File: src/rtl/mbdb_pkg.sv
package mbdb_pkg;

    typedef enum logic [2:0] {
        ST_IDLE,
        ST_HI_ACK,
        ST_HI_HELD,
        ST_FETCH,
        ST_WAIT_CPL
    } mbdb_state_e;

    localparam int RDY_BIT = 0;
    localparam int HI_BIT  = 1;
    localparam int ERR_BIT = 2;

endpackage

File: src/rtl/mbdb_fsm.sv
module mbdb_fsm
    import mbdb_pkg::*;
(
    input  logic clk,
    input  logic rst_n,
    input  logic wr_en,
    input  logic wr_hi,
    input  logic fetch_ack,
    input  logic cpl_done,
    output logic load_hi,
    output logic load_lo,
    output logic ready,
    output logic hi_held,
    output logic proto_err,
    output logic fetch_req
);

    mbdb_state_e state_q, state_d;
    logic        err_q;
    logic        err_set;

    always_ff @(posedge clk) begin
        if (!rst_n) state_q <= ST_IDLE;
        else        state_q <= state_d;
    end

    always_comb begin
        state_d = state_q;
        unique case (state_q)
            ST_IDLE:     if (wr_en && wr_hi)      state_d = ST_HI_ACK;
            ST_HI_ACK:                            state_d = ST_HI_HELD;
            ST_HI_HELD:  if (wr_en)               state_d = wr_hi ? ST_HI_ACK : ST_FETCH;
            ST_FETCH:    if (fetch_ack)           state_d = ST_WAIT_CPL;
            ST_WAIT_CPL: if (cpl_done)            state_d = ST_IDLE;
            default:                              state_d = ST_IDLE;
        endcase
    end

    always_comb begin
        ready     = 1'b0;
        hi_held   = 1'b0;
        fetch_req = 1'b0;
        load_hi   = 1'b0;
        load_lo   = 1'b0;
        err_set   = 1'b0;
        unique case (state_q)
            ST_IDLE: begin
                ready   = 1'b1;
                load_hi = wr_en && wr_hi;
                err_set = wr_en && !wr_hi;
            end
            ST_HI_ACK: begin
                err_set = wr_en;
            end
            ST_HI_HELD: begin
                ready   = 1'b1;
                hi_held = 1'b1;
                load_hi = wr_en && wr_hi;
                load_lo = wr_en && !wr_hi;
            end
            ST_FETCH: begin
                fetch_req = 1'b1;
                err_set   = wr_en;
            end
            ST_WAIT_CPL: begin
                err_set = wr_en;
            end
            default: ;
        endcase
    end

    always_ff @(posedge clk) begin
        if (!rst_n)       err_q <= 1'b0;
        else if (err_set) err_q <= 1'b1;
    end

    assign proto_err = err_q;

    AST_HI_ACK_ONE_CYCLE: assert property (@(posedge clk) disable iff (!rst_n)
        (state_q == ST_HI_ACK) |=> (state_q == ST_HI_HELD));
    AST_ORPHAN_LOW_NO_FETCH: assert property (@(posedge clk) disable iff (!rst_n)
        (ready && !hi_held && wr_en && !wr_hi) |=> (!fetch_req && ready && proto_err));
    AST_ERR_STICKY: assert property (@(posedge clk) disable iff (!rst_n)
        proto_err |=> proto_err);
    AST_BUSY_WRITE_FLAGS: assert property (@(posedge clk) disable iff (!rst_n)
        (!ready && wr_en) |=> proto_err);

endmodule

File: src/rtl/mbdb_addr.sv
module mbdb_addr #(
    parameter int REG_W      = 32,
    parameter int ALIGN_BITS = 4,
    parameter int WRB_BYTES  = 256,
    localparam int FIELD_W   = REG_W - 2,
    localparam int ADDR_W    = 2 * FIELD_W + ALIGN_BITS
) (
    input  logic              clk,
    input  logic              rst_n,
    input  logic              load_hi,
    input  logic              load_lo,
    input  logic [REG_W-1:0]  wdata,
    output logic [ADDR_W-1:0] mbox_addr,
    output logic [ADDR_W-1:0] cpl_addr
);

    logic [FIELD_W-1:0] hi_q, lo_q;

    always_ff @(posedge clk) begin
        if (!rst_n) begin
            hi_q <= '0;
            lo_q <= '0;
        end else begin
            if (load_hi) hi_q <= wdata[REG_W-1:2];
            if (load_lo) lo_q <= wdata[REG_W-1:2];
        end
    end

    assign mbox_addr = {hi_q, lo_q, {ALIGN_BITS{1'b0}}};
    assign cpl_addr  = mbox_addr + ADDR_W'(WRB_BYTES);

endmodule

File: src/rtl/mbox_doorbell.sv
module mbox_doorbell
    import mbdb_pkg::*;
#(
    parameter int REG_W      = 32,
    parameter int ALIGN_BITS = 4,
    parameter int WRB_BYTES  = 256,
    localparam int ADDR_W    = 2 * (REG_W - 2) + ALIGN_BITS
) (
    input  logic              clk,
    input  logic              rst_n,
    input  logic              reg_wr,
    input  logic [REG_W-1:0]  reg_wdata,
    output logic [REG_W-1:0]  reg_rdata,
    output logic              fetch_req,
    output logic [ADDR_W-1:0] fetch_addr,
    output logic [ADDR_W-1:0] cpl_addr,
    input  logic              fetch_ack,
    input  logic              cpl_done
);

    logic load_hi, load_lo, ready, hi_held, proto_err;

    mbdb_fsm u_fsm (
        .clk       (clk),
        .rst_n     (rst_n),
        .wr_en     (reg_wr),
        .wr_hi     (reg_wdata[HI_BIT]),
        .fetch_ack (fetch_ack),
        .cpl_done  (cpl_done),
        .load_hi   (load_hi),
        .load_lo   (load_lo),
        .ready     (ready),
        .hi_held   (hi_held),
        .proto_err (proto_err),
        .fetch_req (fetch_req)
    );

    mbdb_addr #(
        .REG_W      (REG_W),
        .ALIGN_BITS (ALIGN_BITS),
        .WRB_BYTES  (WRB_BYTES)
    ) u_addr (
        .clk       (clk),
        .rst_n     (rst_n),
        .load_hi   (load_hi),
        .load_lo   (load_lo),
        .wdata     (reg_wdata),
        .mbox_addr (fetch_addr),
        .cpl_addr  (cpl_addr)
    );

    always_comb begin
        reg_rdata          = '0;
        reg_rdata[RDY_BIT] = ready;
        reg_rdata[HI_BIT]  = hi_held;
        reg_rdata[ERR_BIT] = proto_err;
    end

    AST_FETCH_HOLD: assert property (@(posedge clk) disable iff (!rst_n)
        (fetch_req && !fetch_ack) |=> (fetch_req && $stable(fetch_addr)));
    AST_BUSY_DURING_FETCH: assert property (@(posedge clk) disable iff (!rst_n)
        fetch_req |-> !ready);
    AST_BUSY_WRITE_NO_ADDR: assert property (@(posedge clk) disable iff (!rst_n)
        (!ready && reg_wr) |=> $stable(fetch_addr));
    AST_ACK_DROPS_REQ: assert property (@(posedge clk) disable iff (!rst_n)
        (fetch_req && fetch_ack) |=> (!fetch_req && !ready));

endmodule

File: config.mk
export PLATFORM = sky130hd
export DESIGN_NAME = mbox_doorbell
export DESIGN_NICKNAME = d
export VERILOG_FILES = /design/src/rtl/mbdb_pkg.sv /design/src/rtl/mbdb_fsm.sv /design/src/rtl/mbdb_addr.sv /design/src/rtl/mbox_doorbell.sv
export SDC_FILE = /design/constraint.sdc
export NUM_CORES = 1
export LEC_CHECK = 0
export BUFFER_PORTS_ARGS = -buffer_cell sky130_fd_sc_hd__buf_2
export CAP_MARGIN = 20
export CELL_PAD_IN_SITES_DETAIL_PLACEMENT = 1
export CELL_PAD_IN_SITES_GLOBAL_PLACEMENT = 1
export CORE_ASPECT_RATIO = 1.1
export CORE_UTILIZATION = 36
export DETAILED_ROUTE_END_ITERATION = 7
export GPL_ROUTABILITY_DRIVEN = 0
export HOLD_SLACK_MARGIN = 0.05
export PLACE_DENSITY = 0.95
export REMOVE_ABC_BUFFERS = 1
export SYNTH_ARGS = -nofsm -noshare
export SYNTH_HDL_FRONTEND = slang
export SYNTH_HIERARCHICAL = 1
export SYNTH_SLANG_ARGS = --single-unit
export TNS_END_PERCENT = 5
File: constraint.sdc
create_clock -name clk -period 3.8 [get_ports clk]
set_clock_uncertainty 0.05 [all_clocks]
set_input_delay 0.57 -clock clk [delete_from_list [all_inputs] [get_ports clk]]
set_output_delay 0.57 -clock clk [all_outputs]
set_load 0.02 [all_outputs]
### After elaboration in Yosys (flattened, before gate mapping)

Index checks and enable logic that the tools add are counted.

* register bits after elaboration: 64
* input port bits: 37
* output and inout bits: 161
* logic and storage cells: 32

* add/subtract/negate cells: 1
* equal/unequal tests: 8
* multiplexer cells: 12
* reductions and logical operators: 7

Operator list (number)
* adder 64 x 9 -> 64 bit (second input constant): 1
* one-hot mux 3 bit (5 select lines): 1
* 2-to-1 mux 3 bit: 4
* equality test 3 x 2 -> 1 bit (second input constant): 2
* inequality test 2 bit (second input constant): 3
* 2-to-1 mux 1 bit: 5
* AND reduction 4 bit: 1
* equality test 3 x 1 -> 1 bit (second input constant): 1
* equality test 3 bit (second input constant): 1
* zero test 3 bit: 1
* OR reduction 3 bit: 1
* logical AND 1 bit: 2
* 2-to-1 mux 2 bit: 1
* inequality test 2 x 1 -> 1 bit (second input constant): 1
* one-hot mux 1 bit (2 select lines): 1
* OR reduction 2 bit: 1
* zero test 1 bit: 1

### Longest topological paths before layout

* depth after elaboration: 3
* depth in mapped cells: 8
* gate-level depth less buffers: 6

### Cells and area by module

The synthesis kept the hierarchy.

By module, submodules not included
* mbdb_addr: times used 1, cells an instance 378, area an instance 3560.9 µm², seq. area each 1201.2 µm²
* mbox_doorbell: times used 1, cells an instance 33, area an instance 244.0 µm², seq. area each 0.0 µm²
* mbdb_fsm: times used 1, cells an instance 28, area an instance 234.0 µm², seq. area each 80.1 µm²

### Worst setup path before layout

No wires, ideal clock.

* path kind: reg2out
* start: register u_addr.lo_q[4]
* end: output port cpl_addr[58]
* data arrival time: 2236 ps
* data required time: 3180 ps
* slack: 944 ps
* stages on the path, launching flop included: 9
* path buffers: 2
* cell sequence: dfxtp_1 -> ha_1 -> and3_1 -> clkbuf_1 -> nand2_1 -> or3_1 -> buf_6 -> nor4_4 -> xor2_1

* cells in the longest elaborated chain, start to end: 1

Ends and longest elaborated chain
* start: declaration: RTL line mbdb_addr.sv:17 `logic [FIELD_W-1:0] hi_q, lo_q;`
* start signal: assignment: RTL line mbdb_addr.sv:25 `if (load_lo) lo_q <= wdata[REG_W-1:2];`
* adder 64 x 9 -> 64 bit: RTL line mbdb_addr.sv:30 `assign cpl_addr = mbox_addr + ADDR_W'(WRB_BYTES);`
* end: declaration: RTL line mbox_doorbell.sv:16 `output logic [ADDR_W-1:0] cpl_addr,`

Every way passes these cells.

### Worst setup path in the final report

Same ends and word-level chain as after synthesis.

==> impl_metrics.ini <==
[yosys]
synth_enable_flop_cells = 0
ys.flop_type = dfxtp_1
synth.distinct_cells = 47
yosysWarnings = 6
netlist_area_um2 = 4040
netlist_instances = 439
synth_seq_cells = 64
async_flop_share = 0
ys_seq_area_frac = 0.317
synth_area_per_cell_um2 = 9.20

[placed_design]
hpwl_um = 9850
io_buffers = 159

[clock_tree]
ctsHoldBuffers = 0
clockBufferDepth = 2
cts_setup_buffers = 0
root_buffer = clkbuf_16
clk_latency_ns = 0.32
h-tree-depth = 3
clkSinkCount = 64
cts_tree = done
cts_resized = 0
clk_pin_slew_ns = 0.05
cts-buffers-inserted = 9

[timing]
holdWs_ns = 0.474
setup_violations = 0
max_freq_ghz = 0.289
drv_slew = 0
max_slew_margin = 0.412
grt_setup_unrepaired = false
post-route-min-period_ns = 3.46
worstMarginPinSlew_ns = 0.883
finalCritPeriodShare = 0.910
final-hold-violation-count = 0

[layout]
area_growth_syn_to_layout_pct = 24.9
register_area_um2 = 1280
filler_cell_count = 1354
multiInputGateArea_um2 = 2430
post-route-util = 0.462
final_layout_size_suffix_gt1_frac = 0.348
antenna_cells = 0
nets = 622

[power]
ir_drop_mv = 0.212
power_frac_seq = 0.410
p_clk_frac = 0.439
powerDensity_nw_per_um2 = 355
p_switching_uw = 508
pwr-share-comb = 0.151
leakage_nw = 2.32
p_int_mw = 1.29
switching_share = 0.283

[grt]
overflow = 0
grt_pass1_wl_um = 19500
grt_pass1_vias = 3665
track_usage = 0.222
grt_antenna_before_repair = 0
grt_max_degree = 65

[floorplan]
die_w_um = 103
core_area_um2 = 10900
start_util = 0.370
io_pins = 198
die_y_um = 113
die-area_um2 = 11600
rows = 40

[detailed_routing]
drt_iter0_drc = 77
vias = 3625
avgRoutedWirePerCell_um = 17.5
routed_wl_um = 12900
first_pass_iters = 4
route.detailed.drc = 0
vias_per_cell = 4.93
ant_nets = 0

[run]
drv_cap = 0

[critical_path]
crit_buf_inv = 1
cp-start-kind = register
crit_chain = ha_1 > and3_1 > nand2_1 > or3_1 > nor4_4 > xor2_1 > buf_2
cp_max_fo = 7
critPathTopFamily = simple AND/OR/NAND/NOR gates
endpoint_kind = output pin
crit_type = reg -> out
cp_slowest_cell = or3_1
slowest_delay_ns = 0.56
critPathRequiredTime_ns = 3.18
cp.arrival_ns = 2.84

[hold_path]
hold_class = in -> reg

[status]
status = finished, final reports clean
-- layer usage --
metal,track usage,up-vias,part of all wire
met3,0.0463,19,0.052
met4,0.0854,0,0.018
met1,0.250,1747,0.40
met5,0,-,0
met2,0.403,145,0.53
li1,-,1714,-
-- final timing paths --
| check | slack (ns) | from | cells after the start | end |
|---|---|---|---|---|
| max | 0.34 | u_addr/lo_q[4] | 7 | cpl_addr[58] |
| min | 0.47 | reg_wdata[3] | 3 | u_addr/hi_q[1] |
| max reg2reg | 1.51 | u_fsm/state_q[0] | 6 | u_addr/lo_q[11] |
| min reg2reg | 0.49 | u_addr/lo_q[1] | 2 | u_addr/lo_q[1] |
-- cells in the mapped netlist (all sizes together), types with 2 or more instances --
cell type  number  area (µm²)
nor3            8        45.0
nor2b          61         382
dfxtp          64        1280
nor4           10         115
o21ai           2        10.0
a21oi           3        15.0
nand4          15         109
and3            9        60.1
nand2          21        78.8
inv             9        33.8
nor2            7        28.8
conb            2        7.51
xor2           21         184
and4           10        92.6
nand3          19        95.1
mux2i          60         601
clkbuf         12        45.0
nand2b          2        12.5
buf            52         388
xnor2          33         297
and2            6        40.0
or3             4        35.0
-- layout by cell type, fill, tap and decap left out, drive strengths merged --
cell    Yosys  routed
nand4      15      15
a211oi      1       1
buf        52     163
nor2b      61      61
o21ai       2       2
nor3b       1       1
or3         4       4
nand2b      2       2
inv         9       9
a21oi       3       3
dfxtp      64      64
nand3      19      19
o31ai       1       1
and3        9       9
conb        2      37
a211o       1       1
clkbuf     12      13
nor2        7       7
nand2      21      21
nor4       10      10
o21a        1       1
or4b        1       1
and2        6       6
and4bb      1       1
nor3        8       8
ha          1       1
xor2       21      21
xnor2      33      33
mux2i      60      60
and3b       1       1
clkinv      0       3
and4       10      10
-- power groups by stage --
stage	Clock, mW	Combinational (mW)	Sequential (mW)
floorplan	0	0.150	0.767
global placement	0	0.261	0.747
detailed placement	0	0.271	0.750
CTS	0.806	0.272	0.735
global route	0.836	0.292	0.739
finish	0.787	0.271	0.735
-- sequential cells by signal, summed over array words and instances, names as in the netlist --
signal / cells
u_addr/hi_q: 30
u_addr/lo_q: 30
u_fsm/state_q: 3
u_fsm/proto_err: 1
-- stage by stage --
step           power (mW)  area [µm²]  setup WS, ns  setup TNS [ns]  cells
2_1_floorplan       0.917        3740        -0.328           -9.84    410
3_3_place_gp         1.01        4760         0.676               0    720
3_5_place_dp         1.02        4760         0.687               0    720
4_1_cts              1.81        5040         0.327               0    736
5_1_grt              1.87        5040         0.176               0    736
6_report             1.79        5040         0.342               0    736
-- cell type report --
cell class / instances / area share
sequential: 64 / 0.254
multi-input combinational: 337 / 0.483
inverter: 9 / 0.00670
timing repair buffer: 163 / 0.164
tap: 147 / 0.0365
clock buffer: 13 / 0.0536
clock inverter: 3 / 0.00298
-- cells by family after synthesis --
kind of cell | synth area share
and+or+nand+nor | 0.281
buffers and inverters | 0.116
DFF | 0.317
muxes | 0.149
xor gates and xnor gates | 0.119
AOI/OAI and AO/OA | 0.0139
other | 0.00186
adders and majority gates | 0.00310
-- worst reg2reg max path, delay by kind of cell, from the launching register on --
kind | cells | cell delay [ns]
buffers and inverters | 1 | 0.45
DFF | 1 | 0.40
muxes | 1 | 0.28
and+or+nand+nor | 4 | 1.00
Note: power is estimated with default switching activity, not from simulation.
